<file path="src/rtl/blkprot_pkg.sv">
package blkprot_pkg;
  localparam logic [7:0] CODE_SETUP  = 8'h60;
  localparam logic [7:0] CODE_LOCK   = 8'h01;
  localparam logic [7:0] CODE_DOWN   = 8'h2F;
  localparam logic [7:0] CODE_UNLOCK = 8'hD0;

  typedef enum logic [1:0] {
    OP_NONE   = 2'd0,
    OP_LOCK   = 2'd1,
    OP_DOWN   = 2'd2,
    OP_UNLOCK = 2'd3
  } lk_op_e;
endpackage

</file>
<file path="src/rtl/blkprot_seq.sv">
module blkprot_seq
  import blkprot_pkg::*;
#(
  parameter int NUM_BLK = 16,
  parameter int BW = 4
) (
  input  logic          clk,
  input  logic          rst_n,
  input  logic          cmd_valid,
  input  logic [7:0]    cmd_code,
  input  logic [BW-1:0] cmd_blk,
  output logic          go,
  output lk_op_e        op,
  output logic [BW-1:0] blk
);
  logic   armed_q;
  lk_op_e dec_op;
  logic   in_range;

  always_comb begin
    unique case (cmd_code)
      CODE_LOCK:   dec_op = OP_LOCK;
      CODE_DOWN:   dec_op = OP_DOWN;
      CODE_UNLOCK: dec_op = OP_UNLOCK;
      default:     dec_op = OP_NONE;
    endcase
  end

  assign in_range = (32'(cmd_blk) < NUM_BLK);
  assign go  = cmd_valid && armed_q && (dec_op != OP_NONE) && in_range;
  assign op  = go ? dec_op : OP_NONE;
  assign blk = cmd_blk;

  always_ff @(posedge clk) begin
    if (!rst_n)
      armed_q <= 1'b0;
    else if (cmd_valid)
      armed_q <= (cmd_code == CODE_SETUP);
  end
endmodule

</file>
<file path="src/rtl/blkprot_cell.sv">
module blkprot_cell
  import blkprot_pkg::*;
(
  input  logic   clk,
  input  logic   rst_n,
  input  logic   wp_n,
  input  logic   hit,
  input  lk_op_e op,
  output logic   locked,
  output logic   down
);
  logic unlock_ok;
  assign unlock_ok = !(down && !wp_n);

  always_ff @(posedge clk) begin
    if (!rst_n) begin
      locked <= 1'b1;
      down   <= 1'b0;
    end else if (hit) begin
      unique case (op)
        OP_LOCK:   locked <= 1'b1;
        OP_DOWN: begin
          locked <= 1'b1;
          down   <= 1'b1;
        end
        OP_UNLOCK: if (unlock_ok) locked <= 1'b0;
        default: ;
      endcase
    end
  end
endmodule

</file>
<file path="src/rtl/blkprot_port.sv">
module blkprot_port #(
  parameter int NUM_BLK = 16,
  parameter int BW = 4
) (
  input  logic [NUM_BLK-1:0] lk,
  input  logic [NUM_BLK-1:0] dn,
  input  logic [BW-1:0]      idx,
  output logic [1:0]         bits
);
  always_comb begin
    bits = 2'b01;
    for (int i = 0; i < NUM_BLK; i++)
      if (idx == BW'(i)) bits = {dn[i], lk[i]};
  end
endmodule

</file>
<file path="src/rtl/blkprot_mgr.sv">
module blkprot_mgr
  import blkprot_pkg::*;
#(
  parameter int NUM_BLK = 16,
  localparam int BW = (NUM_BLK > 1) ? $clog2(NUM_BLK) : 1
) (
  input  logic          clk,
  input  logic          rst_n,
  input  logic          wp_n,
  input  logic          cmd_valid,
  output logic          cmd_ready,
  input  logic [7:0]    cmd_code,
  input  logic [BW-1:0] cmd_blk,
  input  logic          chk_valid,
  input  logic [BW-1:0] chk_blk,
  output logic          chk_permit,
  output logic          chk_lock_err,
  input  logic [BW-1:0] stat_blk,
  output logic [1:0]    stat_bits
);
  logic               go;
  lk_op_e             op;
  logic [BW-1:0]      blk;
  logic [NUM_BLK-1:0] lk;
  logic [NUM_BLK-1:0] dn;
  logic [1:0]         chk_bits;

  assign cmd_ready = 1'b1;

  blkprot_seq #(.NUM_BLK(NUM_BLK), .BW(BW)) u_seq (
    .clk(clk), .rst_n(rst_n), .cmd_valid(cmd_valid), .cmd_code(cmd_code),
    .cmd_blk(cmd_blk), .go(go), .op(op), .blk(blk)
  );

  for (genvar g = 0; g < NUM_BLK; g++) begin : g_cell
    blkprot_cell u_cell (
      .clk(clk), .rst_n(rst_n), .wp_n(wp_n),
      .hit(go && (blk == BW'(g))), .op(op),
      .locked(lk[g]), .down(dn[g])
    );
  end

  blkprot_port #(.NUM_BLK(NUM_BLK), .BW(BW)) u_stat (
    .lk(lk), .dn(dn), .idx(stat_blk), .bits(stat_bits)
  );

  blkprot_port #(.NUM_BLK(NUM_BLK), .BW(BW)) u_chk (
    .lk(lk), .dn(dn), .idx(chk_blk), .bits(chk_bits)
  );

  assign chk_permit   = !chk_bits[0];
  assign chk_lock_err = chk_valid && chk_bits[0];
endmodule

</file>
<file path="config.mk">
export PLATFORM = sky130hd
export DESIGN_NAME = blkprot_mgr
export DESIGN_NICKNAME = d
export VERILOG_FILES = /design/src/rtl/blkprot_pkg.sv /design/src/rtl/blkprot_seq.sv /design/src/rtl/blkprot_cell.sv /design/src/rtl/blkprot_port.sv /design/src/rtl/blkprot_mgr.sv
export SDC_FILE = /design/constraint.sdc
export NUM_CORES = 1
export LEC_CHECK = 0
export BUFFER_PORTS_ARGS = -buffer_cell sky130_fd_sc_hd__buf_4
export CAP_MARGIN = 20
export CORE_MARGIN = 4
export CORE_UTILIZATION = 61
export DETAILED_ROUTE_END_ITERATION = 8
export PLACE_DENSITY = 0.91
export SLEW_MARGIN = 10
export SYNTH_ARGS = -nofsm -noshare
export SYNTH_HDL_FRONTEND = slang
export SYNTH_SLANG_ARGS = --single-unit
</file>
<file path="constraint.sdc">
create_clock -name clk -period 6.6 [get_ports clk]
set_input_delay 0.99 -clock clk [delete_from_list [all_inputs] [get_ports clk]]
set_output_delay 0.99 -clock clk [all_outputs]
set_load 0.05 [all_outputs]
</file>
== Yosys cells after proc, flatten, opt, wreduce, memory -nomap -nowiden ==
Index checks and enable logic that the tools add are counted.
Word-level totals
  output and inout port bits: 5
  register bits: 33
  word-level logic and storage cells: 242
  bits of input ports: 25
Operators by class
  reductions and logical operators: 75
  multiplexer cells: 66
  equality and inequality tests: 68
Operator list (number)
  4-bit == test (second input constant): 24
  4-bit by 3-bit == test with 1-bit output (second input constant): 12
  3-bit AND reduction: 16
  1-bit logical AND: 35
  2-bit two-way mux: 17
  1-bit two-way mux: 32
  2-bit inequality test (second input constant): 16
  1-bit case mux with 2 select lines: 16
  2-bit AND reduction: 16
  4-bit by 2-bit == test with 1-bit output (second input constant): 6
  4-bit by 1-bit == test with 1-bit output (second input constant): 3
  4-bit zero test: 3
  8-bit by 1-bit == test with 1-bit output (second input constant): 1
  8-bit by 6-bit == test with 1-bit output (second input constant): 1
  8-bit by 7-bit == test with 1-bit output (second input constant): 1
  8-bit == test (second input constant): 1
  2-bit case mux with 3 select lines: 1
  2-bit == test (second input constant): 2
  2-bit nonzero test: 2
  2-bit by 1-bit == test with 1-bit output (second input constant): 1
  1-bit zero test: 2
  2-bit OR reduction: 1

== Logic depth before layout (Yosys ltp) ==
Gate-level depths: netlist of the first run.
  depth in word-level cells: 18
  mapped depth: 9
  depth with buffers taken out: 9

== Hierarchy ==
From an unflattened synthesis of the first run, not the netlist that was laid out.
Second synthesis, totals
  cell total of the unflattened synthesis: 363
  area total of the unflattened synthesis: 2845.2 um2
By module, submodules not included
  blkprot_cell: instances 16, sequential area each 40.0 um2, cells an instance 13, area each 111.4 um2
  blkprot_port: instances 2, sequential area each 0.0 um2, cells an instance 54, area each 381.6 um2
  blkprot_seq: instances 1, sequential area each 20.0 um2, cells an instance 20, area each 161.4 um2
  blkprot_mgr: instances 1, sequential area each 0.0 um2, cells an instance 27, area each 138.9 um2

== Worst setup path before layout of the first run ==
No wires, ideal clock.
  kind: input to output
  from: in chk_blk[3]
  to: out chk_lock_err
  data arrival time: 3.312 ns
  data required time: 5.610 ns
  slack: 2.298 ns
  buffers on the path: 1
  stages: 6
  path through: clkbuf_1 mux4_2 mux2i_1 nor2_1 a41oi_1 nor2b_1
Between the ends
  word-level cells in the longest chain between the ends: 18
  elaborated cells between the ends (all ways): 33
  classes of those cells: 15 x eq/ne; 16 x mux; 2 x reduce/logical
Ends and longest elaborated chain
  from (decl): RTL line blkprot_mgr.sv:15  | input logic [BW-1:0] chk_blk,
  4-bit zero test: RTL line blkprot_port.sv:13  | if (idx == BW'(i)) bits = {dn[i], lk[i]};
  1-bit two-way mux (15 in series): RTL line blkprot_port.sv:13
  1-bit two-way mux *: RTL line blkprot_port.sv:13
  1-bit logical AND *: RTL line blkprot_mgr.sv:52  | assign chk_lock_err = chk_valid && chk_bits[0];
  to (decl): RTL line blkprot_mgr.sv:17  | output logic chk_lock_err,
Mark *: on every way between the ends. The rest lies on a longest branch, timed or not.

== Final worst setup path of the first run ==
  from: in stat_blk[0]
  to: out stat_bits[1]
Between the ends
  word-level cells in the longest chain between the ends: 17
  elaborated cells between the ends (all ways): 32
  classes of those cells: 15 x eq/ne; 16 x mux; 1 x reduce/logical
Ends and longest elaborated chain
  from (decl): RTL line blkprot_mgr.sv:18  | input logic [BW-1:0] stat_blk,
  4-bit zero test: RTL line blkprot_port.sv:13
  2-bit two-way mux (15 in series): RTL line blkprot_port.sv:13
  2-bit two-way mux *: RTL line blkprot_port.sv:13
  to (decl): RTL line blkprot_mgr.sv:19  | output logic [1:0] stat_bits
Marks and branches as above.

==> run_results.csv, run 1 <==
group,metric,value,unit
outcome,status,"finished clean",
logic_synthesis,synth_top_area_share,31.7,%
clocking,numCtsBuffers,5,
logic_synthesis,synth-simple-area-share,14.9,%
power,powerDensity,151,mW/mm²
timing,maxSlewViolCount,0,
clocking,cts_buffer_depth,2,
timing,period_needed,3.39,ns
logic_synthesis,yosys.area.top_type,"dfxtp_1",
setup_path,critical_path.max_stage_delay,0.52,ns
run,drv_cap,0,
global_routing,gr-usage-all-layers,23.2,%
power,p_leak,0.766,nW
placement,numPortBuffers,28,
logic_synthesis,yosysSeqAreaShare,31.7,%
setup_path,cp_max_fo,17,
logic_synthesis,yosysWarningCount,0,
logic_synthesis,synth_cell_type_count,47,
power,p_int,0.260,mW
logic_synthesis,synth_nets,270,
final_layout,fin_nets,287,
clocking,cts_max_level,2,
logic_synthesis,synth_top_flop_cell,"dfxtp_1",
final_layout,syn2layout_area_growth,10.4,%
timing,setup_viol,0,
timing,hold_violations,0,
logic_synthesis,async_flop_share,0,%
detailed_routing,drt-initial-drc-count,87,
logic_synthesis,syn_inst,243,
detailed_routing,drt_wl_total,4840,µm
timing,finalCritPeriodShare,51.4,%
floorplan,die_area,0.00442,mm²
setup_path,critical_path_class,"input port to output port",
timing,setup-tns-final,0,ns
setup_path,critPathBufInv,2,
clocking,cts_tree,"done",
power,p_seq_share,57.1,%
placement,place_area,0.00225,mm²
logic_synthesis,postSynthAreaPerCell,8.58,µm²
logic_synthesis,synth-edff-count,0,
clocking,cts_resized,0,
floorplan,io_pins,30,
final_layout,fin_area,0.00230,mm²
hold_path,hold_start,"u_seq.armed_q$_SDFFE_PN0P_",
timing,fin_skew,0.00576,ns
final_layout,drive_above_1_share,18.4,%
setup_path,crit_chain,"buf_4 -> mux4_2 -> mux4_2 -> buf_4",
global_routing,grt_max_degree,34,
clocking,clkSinkCount,33,
setup_path,cpLargestDelayFamily,"multiplexers",
logic_synthesis,ys_ff_latch,33,
timing,hold-worst-slack,0.475,ns
logic_synthesis,synth_compound_area_share,30.8,%
timing,rsz0062_at_grt,"no",
power,p_sw_share,25.3,%
power,clockPowerShare,29.9,%
timing,worstMarginPinSlew,0.650,ns
hold_path,hold_path_class,"register to register",
global_routing,antenna_found_initial,0,
floorplan,fp.dieH,66.5,µm
setup_path,reg2reg_from,"u_seq.armed_q$_SDFFE_PN0P_",
clocking,clkTransAtPathRegs,0.09,ns
detailed_routing,drtPass1Iterations,5,
global_routing,grt_pass1_vias,1633,
placement,detailed_place_hpwl,3740,µm
final_layout,diodes,0,
hold_path,hold_depth,2,
placement,place.gp.congestion,0.844,
logic_synthesis,netlist_area,0.00209,mm²
setup_path,crit_required,5.61,ns
global_routing,grt_pass1_wl,7770,µm
final_layout,final_cell_mix,"dfxtp_1, buf_4, inv_1",
detailed_routing,wl_per_cell,15.9,µm
floorplan,core,0.00315,mm²
clocking,post_cts_buffers,0,
detailed_routing,drc,0,
setup_path,worstPathArrival,2.40,ns
logic_synthesis,synth-adder-area-share,1.20,%
setup_path,r2r_cells,8,
floorplan,die_w,66.5,µm
timing,relSlewSlack,56.7,%
power,switching_power,0.0883,mW
clocking,clock_latency,0.33,ns
global_routing,grt_overflow,0,
detailed_routing,via_count,1900,
setup_path,r2r-end,"g_cell[4].u_cell.locked$_SDFFE_PN1P_",
detailed_routing,via_per_inst,6.23,
logic_synthesis,synth-xor-area-share,0,%
clocking,holdBufCountCts,0,
logic_synthesis,synth_top_family_by_area,"compound AO/OA/AOI/OAI gates",
final_layout,final_common_cell,"dfxtp_1",
setup_path,slowest_stage,"mux4_2",
power,p_comb_share,13.0,%
detailed_routing,ant_nets,0,
hold_path,hold-path-endpoint,"u_seq.armed_q$_SDFFE_PN0P_",
setup_path,ff2ff_setup_slack,4.46,ns
clocking,cts_root_buf,"clkbuf_4",
floorplan,std_cell_rows,20,
setup_path,cp-end-kind,"output port",
floorplan,initial_core_util,66.2,%
power,ir_worst_vdd,0.102,mV
setup_path,startpoint_type,"input port",
timing,clock.fmax,295,MHz
logic_synthesis,synth_area_leaders,"dfxtp_1, mux4_2, o21a_1, o21ai_0, inv_1",
logic_synthesis,muxShareOfSynthArea,12.1,%
[tightest hold or removal path, cell delays in order, from the launching register on]
cell	delay, ns
dfxtp_1	0.32
nand2b_1	0.07
a21boi_1	0.05
[cells by family (layout without fill, tap and decap cells)]
| group | Yosys count | in the layout |
|---|---|---|
| other | 1 | 1 |
| buffers and inverters | 43 | 61 |
| AND/OR/NAND/NOR | 57 | 57 |
| AO/OA/AOI/OAI | 92 | 92 |
| adder cells (fa/ha/maj) | 2 | 2 |
| multiplexers | 15 | 15 |
| flip-flops | 33 | 33 |
[registers in the layout, indices dropped and copies added, names as in the netlist]
register and cells:
u_seq.armed_q 1, g_cell.u_cell.down 16, g_cell.u_cell.locked 16
[cells in the mapped netlist (4+ instances only)]
cell	instances
o211ai_1	12
o31ai_1	4
dfxtp_1	33
mux4_2	8
nor3_1	6
inv_1	25
o21ai_0	19
nand2b_1	4
nand3_1	5
o21ai_1	13
mux2i_1	6
o21a_1	18
clkbuf_1	11
nor2_1	22
a21oi_1	5
o311ai_1	4
[per-stage QoR]
step,std cells,worst slack (ns),power [mW],utilization [%]
2_1_floorplan,243,2.30,0.230,-
3_3_place_gp,297,3.19,0.248,71.5
3_5_place_dp,297,3.09,0.249,71.5
4_1_cts,305,3.21,0.351,73.1
5_1_grt,305,3.18,0.362,73.1
6_report,305,3.21,0.349,73.1
[worst max path at each step]
stage                                                 endpoint  cells past startpoint        start  slack, ns
final                                             stat_bits[1]                      4  stat_blk[0]       3.21
after global routing                              stat_bits[1]                      4  stat_blk[0]       3.18
after CTS                                         stat_bits[1]                      4  stat_blk[0]       3.21
after detailed placement  g_cell[4].u_cell.locked$_SDFFE_PN1P_                     10  cmd_code[1]       3.09
after global placement    g_cell[4].u_cell.locked$_SDFFE_PN1P_                     10  cmd_code[1]       3.19
after floorplan                                   chk_lock_err                      6   chk_blk[3]       2.30
[cell type report]
cell class | instances | area, µm²
clock buffers | 8 | 48.8
fillers | 255 | 850
inverters | 25 | 93.8
multi-input cells | 167 | 1230
flip-flops and latches | 33 | 661
well taps | 44 | 55.1
repair buffers | 28 | 210
[power by group through the flow]
stage               clock, mW  combinational (mW)  sequential, mW
floorplan                   0              0.0263           0.204
global placement            0              0.0441           0.204
detailed placement          0              0.0451           0.204
CTS                     0.107              0.0452           0.199
global route            0.114              0.0490           0.199
finish                  0.104              0.0453           0.199
[layer usage]
metal	GRT usage [%]	wire [µm]
met1	31.4	2120
met2	36.7	2300
met3	3.04	309
met4	10.4	97
met5	0	0
No activity file was read; power rests on OpenSTA's default activity.
==> inputs of run 2 (changes only) <==
Settings changed: CORE_UTILIZATION 61 to 57, PLACE_DENSITY 0.91 to 0.87.
Clock period 6.6 ns to 3.5 ns, I/O delays scaled along.
==> run 2 against run 1 <==
  * Largest power group unchanged
  * Die area rose by 6.2%
  * Combinational power grew 91%
  * Sequential power up 89%
  * Core utilization is 5.0 points lower
  * Critical path type is now input port to register
  * Largest cell class unchanged
  * Worst hold slack got worse by 0.010 ns
==> run_results.csv, run 2 (synthesized netlist as in run 1, its figures left out) <==
group,metric,value,unit
detailed_routing,via_per_inst,6.13,
outcome,status,"finished clean",
clocking,cts_max_level,2,
clocking,holdBufCountCts,0,
setup_path,cp_max_fo,7,
detailed_routing,via_count,1876,
power,p_leak,0.784,nW
clocking,cts_root_buf,"clkbuf_8",
clocking,clock_latency,0.29,ns
power,p_seq_share,50.6,%
timing,finalCritPeriodShare,77.8,%
global_routing,grt_pass1_wl,8200,µm
clocking,numCtsBuffers,5,
power,switching_power,0.176,mW
clocking,cts_tree,"done",
placement,detailed_place_hpwl,3830,µm
timing,setup-tns-final,0,ns
timing,maxSlewViolCount,0,
detailed_routing,drt-initial-drc-count,124,
detailed_routing,drt_wl_total,4960,µm
final_layout,multi_input_area,0.00123,mm²
setup_path,crit_required,3.65,ns
hold_path,hold_path_class,"register to register",
power,clockPowerShare,37.8,%
setup_path,critical_path.max_stage_delay,0.40,ns
timing,period_needed,2.72,ns
setup_path,r2r-end,"g_cell[4].u_cell.locked$_SDFFE_PN1P_",
placement,place.gp.congestion,0.910,
setup_path,crit_chain,"buf_4 -> or3_4 -> nor4_4 -> o21a_1 -> ha_1 -> nor2_1 -> nor3_1 -> o21ai_0 -> o31ai_1 -> o311ai_1",
final_layout,final_cell_mix,"dfxtp_1, buf_4, inv_1",
final_layout,final_cells,306,
setup_path,critPathBufInv,1,
clocking,clkTransAtPathRegs,0.06,ns
hold_path,hold_start,"u_seq.armed_q$_SDFFE_PN0P_",
clocking,cts_buffer_depth,2,
floorplan,die_w,68.5,µm
floorplan,initial_core_util,60.6,%
timing,fin_ws,0.776,ns
detailed_routing,wl_per_cell,16.2,µm
final_layout,regArea,661,µm²
timing,hold-worst-slack,0.465,ns
clocking,cts_resized,0,
timing,fin_skew,0.00419,ns
hold_path,hold_depth,2,
power,p_int,0.567,mW
setup_path,cp-end-kind,"register",
timing,hold_violations,0,
clocking,clkSinkCount,33,
placement,numPortBuffers,28,
setup_path,critical_path_class,"input port to register",
setup_path,slowest_stage,"nor4_4",
setup_path,cpLargestDelayFamily,"simple AND/OR/NAND/NOR gates",
hold_path,hold-path-endpoint,"u_seq.armed_q$_SDFFE_PN0P_",
global_routing,antenna_found_initial,0,
floorplan,std_cell_rows,21,
final_layout,final_common_cell,"dfxtp_1",
placement,dpl_worst_slack,0.477,ns
global_routing,grt_overflow,0,
power,p_comb_share,11.6,%
floorplan,fp.dieH,68.5,µm
clocking,post_cts_buffers,0,
power,ir_worst_vdd,0.286,mV
final_layout,drive_above_1_share,18.8,%
power,p_sw_share,23.7,%
final_layout,largestRegisters,"g_cell.u_cell.down (16), g_cell.u_cell.locked (16), u_seq.armed_q (1)",
timing,setup_viol,0,
setup_path,r2r_cells,8,
floorplan,io_pins,30,
floorplan,die_area,0.00469,mm²
placement,place_inst,299,
setup_path,reg2reg_from,"u_seq.armed_q$_SDFFE_PN0P_",
run,drv_cap,0,
timing,rsz0062_at_grt,"no",
timing,worstMarginPinSlew,0.630,ns
setup_path,worstPathArrival,2.87,ns
global_routing,gr-usage-all-layers,23.8,%
power,power,0.743,mW
timing,clock.fmax,367,MHz
global_routing,grt_pass1_vias,1730,
timing,relSlewSlack,58.0,%
detailed_routing,ant_nets,0,
setup_path,ff2ff_setup_slack,1.35,ns
setup_path,startpoint_type,"input port",
detailed_routing,drtPass1Iterations,4,
final_layout,diodes,0,
floorplan,core,0.00344,mm²
global_routing,grt_max_degree,34,
detailed_routing,drc,0,
final_layout,syn2layout_area_growth,12.4,%
final_layout,fin_nets,287,
power,powerDensity,317,mW/mm²
final_layout,num-fill-cells,296,
==> run 2: worst max path at each step <==
stage,slack (ns),from,end,depth (start not counted)
2_1_floorplan,0.13,chk_blk[3],chk_lock_err,6
6_report,0.78,cmd_code[1],g_cell[4].u_cell.locked$_SDFFE_PN1P_,10
3_5_place_dp,0.48,cmd_code[1],g_cell[4].u_cell.locked$_SDFFE_PN1P_,10
4_1_cts,0.78,cmd_code[1],g_cell[4].u_cell.locked$_SDFFE_PN1P_,10
5_1_grt,0.49,cmd_code[1],g_cell[4].u_cell.locked$_SDFFE_PN1P_,10
3_3_place_gp,0.53,cmd_code[1],g_cell[4].u_cell.locked$_SDFFE_PN1P_,10
==> run 2: routing by layer <==
layer	up-vias	share of wire (%)	wire, µm	track usage (%)
li1	921	-	-	-
met3	12	6.4	320	6.16
met2	69	48	2390	38.5
met4	0	2.2	108	10.2
met5	-	0	0	0
met1	874	43	2150	30.0
==> run 2: area by class of cell <==
type | instances | share of cell area (%)
Clock buffer | 7 | 3.68
Inverter | 25 | 4.00
Timing Repair Buffer | 28 | 8.97
Tap cell | 46 | 2.46
Multi-Input combinational cell | 167 | 52.7
Sequential cell | 33 | 28.2
==> run 2: metrics by stage <==
step,util (%),instance area [µm²]
after CTS,68.1,2340
after global placement,65.6,2260
after detailed placement,65.6,2260
after floorplan,-,2090
final,68.1,2340
after global routing,68.1,2340
==> run 2: worst register-to-register path, stage by stage, from the launching register on <==
cell      delay, ns
dfxtp_1        0.32
and2_1         0.28
o21a_1         0.21
ha_1           0.25
nor2_1         0.07
nor3_1         0.34
o21ai_0        0.20
o31ai_1        0.23
o311ai_1       0.13
==> run 2: power by group through the flow <==
stage | Combinational (mW) | Clock [mW] | Sequential (mW)
final | 0.0863 | 0.281 | 0.376
after global routing | 0.0934 | 0.301 | 0.375
after CTS | 0.0856 | 0.285 | 0.376
after detailed placement | 0.0855 | 0 | 0.384
after global placement | 0.0841 | 0 | 0.384
after floorplan | 0.0496 | 0 | 0.384
==> inputs of run 3 (changes only) <==
Clock period 3.5 ns to 2.8 ns, I/O delays scaled along.
==> run 3 against run 2 <==
  * First-iteration DRC count fell by 18%
  * Largest cell class unchanged
  * Via count fell by 1.2%
  * Highest routed layer unchanged
  * Clock power rose by 26%
  * Power rose by 25%
  * Critical path depth did not move
  * Final cell count rose by 0.65%
  * Global-route usage barely moved
  * Core utilization rose by 0.65 points
  * Die area did not move
  * Wire length fell by 0.62%
==> run_results.csv, run 3 (synthesized netlist as in run 1, its figures left out) <==
group,metric,value,unit
clocking,post_cts_buffers,0,
setup_path,cpLargestDelayFamily,"simple AND/OR/NAND/NOR gates",
timing,hold-worst-slack,0.403,ns
clocking,cts_root_buf,"clkbuf_8",
clocking,numCtsBuffers,5,
setup_path,critPathBufInv,1,
global_routing,grtUsageMet3,5.83,%
clocking,clock_latency,0.29,ns
global_routing,grt_pass1_vias,1765,
timing,clock.fmax,416,MHz
global_routing,gr-usage-met1,29.1,%
timing,fin_skew,0.00591,ns
final_layout,final_common_cell,"dfxtp_1",
global_routing,antenna_found_initial,0,
setup_path,crit_chain,"buf_4 -> or4b_1 -> nor2_1 -> o21a_1 -> ha_1 -> o21ai_0 -> nor2_1 -> o21ai_0 -> o31ai_1 -> o311ai_1",
detailed_routing,drt_wl_total,4930,µm
setup_path,crit_required,2.95,ns
detailed_routing,via_per_inst,6.02,
hold_path,hold_path_class,"input port to register",
final_layout,diodes,0,
final_layout,fin_nets,289,
setup_path,critical_path.max_stage_delay,0.63,ns
global_routing,grt_pass1_wl,8100,µm
run,drv_cap,0,
clocking,cts_max_level,2,
clocking,holdBufCountCts,0,
final_layout,drive_above_1_share,19.8,%
detailed_routing,drt-initial-drc-count,102,
floorplan,die_w,68.5,µm
power,ir_worst_vdd,0.282,mV
clocking,cts_resized,0,
floorplan,initial_core_util,60.6,%
timing,period_needed,2.40,ns
placement,numPortBuffers,28,
global_routing,grt_max_degree,34,
final_layout,largestRegisters,"g_cell.u_cell.down (16), g_cell.u_cell.locked (16), u_seq.armed_q (1)",
global_routing,gr-usage-all-layers,23.8,%
clocking,clkTransAtPathRegs,0.06,ns
floorplan,die_area,0.00469,mm²
clocking,cts_tree,"done",
global_routing,busiest_layer,"met2",
setup_path,slowest_stage,"or4b_1",
timing,relSlewSlack,55.7,%
setup_path,startpoint_type,"input port",
placement,detailed_place_hpwl,3790,µm
floorplan,core,0.00344,mm²
floorplan,fp.dieH,68.5,µm
outcome,status,"finished clean",
timing,setup_viol,0,
detailed_routing,via_count,1854,
clocking,cts_buffer_depth,2,
setup_path,worstPathArrival,2.56,ns
timing,setup-tns-final,0,ns
global_routing,use_met2,40.3,%
final_layout,num-fill-cells,287,
clocking,clkSinkCount,33,
timing,fin_ws,0.398,ns
floorplan,std_cell_rows,21,
setup_path,cp-end-kind,"register",
power,p_leak,0.796,nW
timing,hold_violations,0,
timing,rsz0062_at_grt,"no",
detailed_routing,drc,0,
setup_path,cp_max_fo,7,
placement,place.gp.congestion,0.897,
placement,dpl_worst_slack,0.156,ns
detailed_routing,drtPass1Iterations,4,
power,powerDensity,394,mW/mm²
setup_path,critical_path_class,"input port to register",
final_layout,final_cell_mix,"dfxtp_1, buf_4, inv_1",
floorplan,io_pins,30,
detailed_routing,wl_per_cell,16.0,µm
global_routing,grt_overflow,0,
power,power,0.931,mW
timing,maxSlewViolCount,0,
timing,finalCritPeriodShare,85.8,%
timing,worstMarginPinSlew,0.664,ns
final_layout,syn2layout_area_growth,13.4,%
detailed_routing,ant_nets,0,
-- run 3: cell count changes in the layout (fill, tap and decap cells not counted), sizes merged --
cell  delta
buf      +2
-- run 3: worst paths after layout --
check | slack, ns | depth (start not counted) | start | endpoint
hold / removal | 0.40 | 3 | cmd_valid | u_seq.armed_q$_SDFFE_PN0P_
setup reg to reg | 0.76 | 8 | u_seq.armed_q$_SDFFE_PN0P_ | g_cell[7].u_cell.locked$_SDFFE_PN1P_
hold reg to reg | 0.46 | 2 | u_seq.armed_q$_SDFFE_PN0P_ | u_seq.armed_q$_SDFFE_PN0P_
setup / recovery | 0.40 | 10 | cmd_code[4] | g_cell[7].u_cell.locked$_SDFFE_PN1P_
-- run 3: cell type report --
class / instances / area [µm²] / area share, %
multi-input cells: 167 / 1240 / 52.5
flip-flops and latches: 33 / 661 / 27.9
well taps: 46 / 57.6 / 2.43
inverters: 25 / 93.8 / 3.97
repair buffers: 30 / 225 / 9.52
clock buffers: 7 / 86.3 / 3.65
-- run 3: worst min-delay path: stages --
cell and delay (ns):
buf_4 0.08, nand2b_1 0.09, a21boi_1 0.05
-- run 3: layer usage --
layer,vias to the layer above,share of wire [%]
li1,934,-
met1,866,44
met2,49,49
met3,5,6.0
met4,0,1.3
met5,-,0
-- run 3: power breakdown --
part	switching, mW	internal (mW)
sequential	0.00000799	0.469
combinational	0.0633	0.0450
clock	0.159	0.195
-- run 3: metrics by stage --
stage	cells	utilization, %	instance area, µm²
finish	308	68.7	2370
global route	308	68.7	2370
CTS	308	68.7	2370
detailed placement	301	66.2	2280
global placement	301	66.2	2280
floorplan	243	-	2090
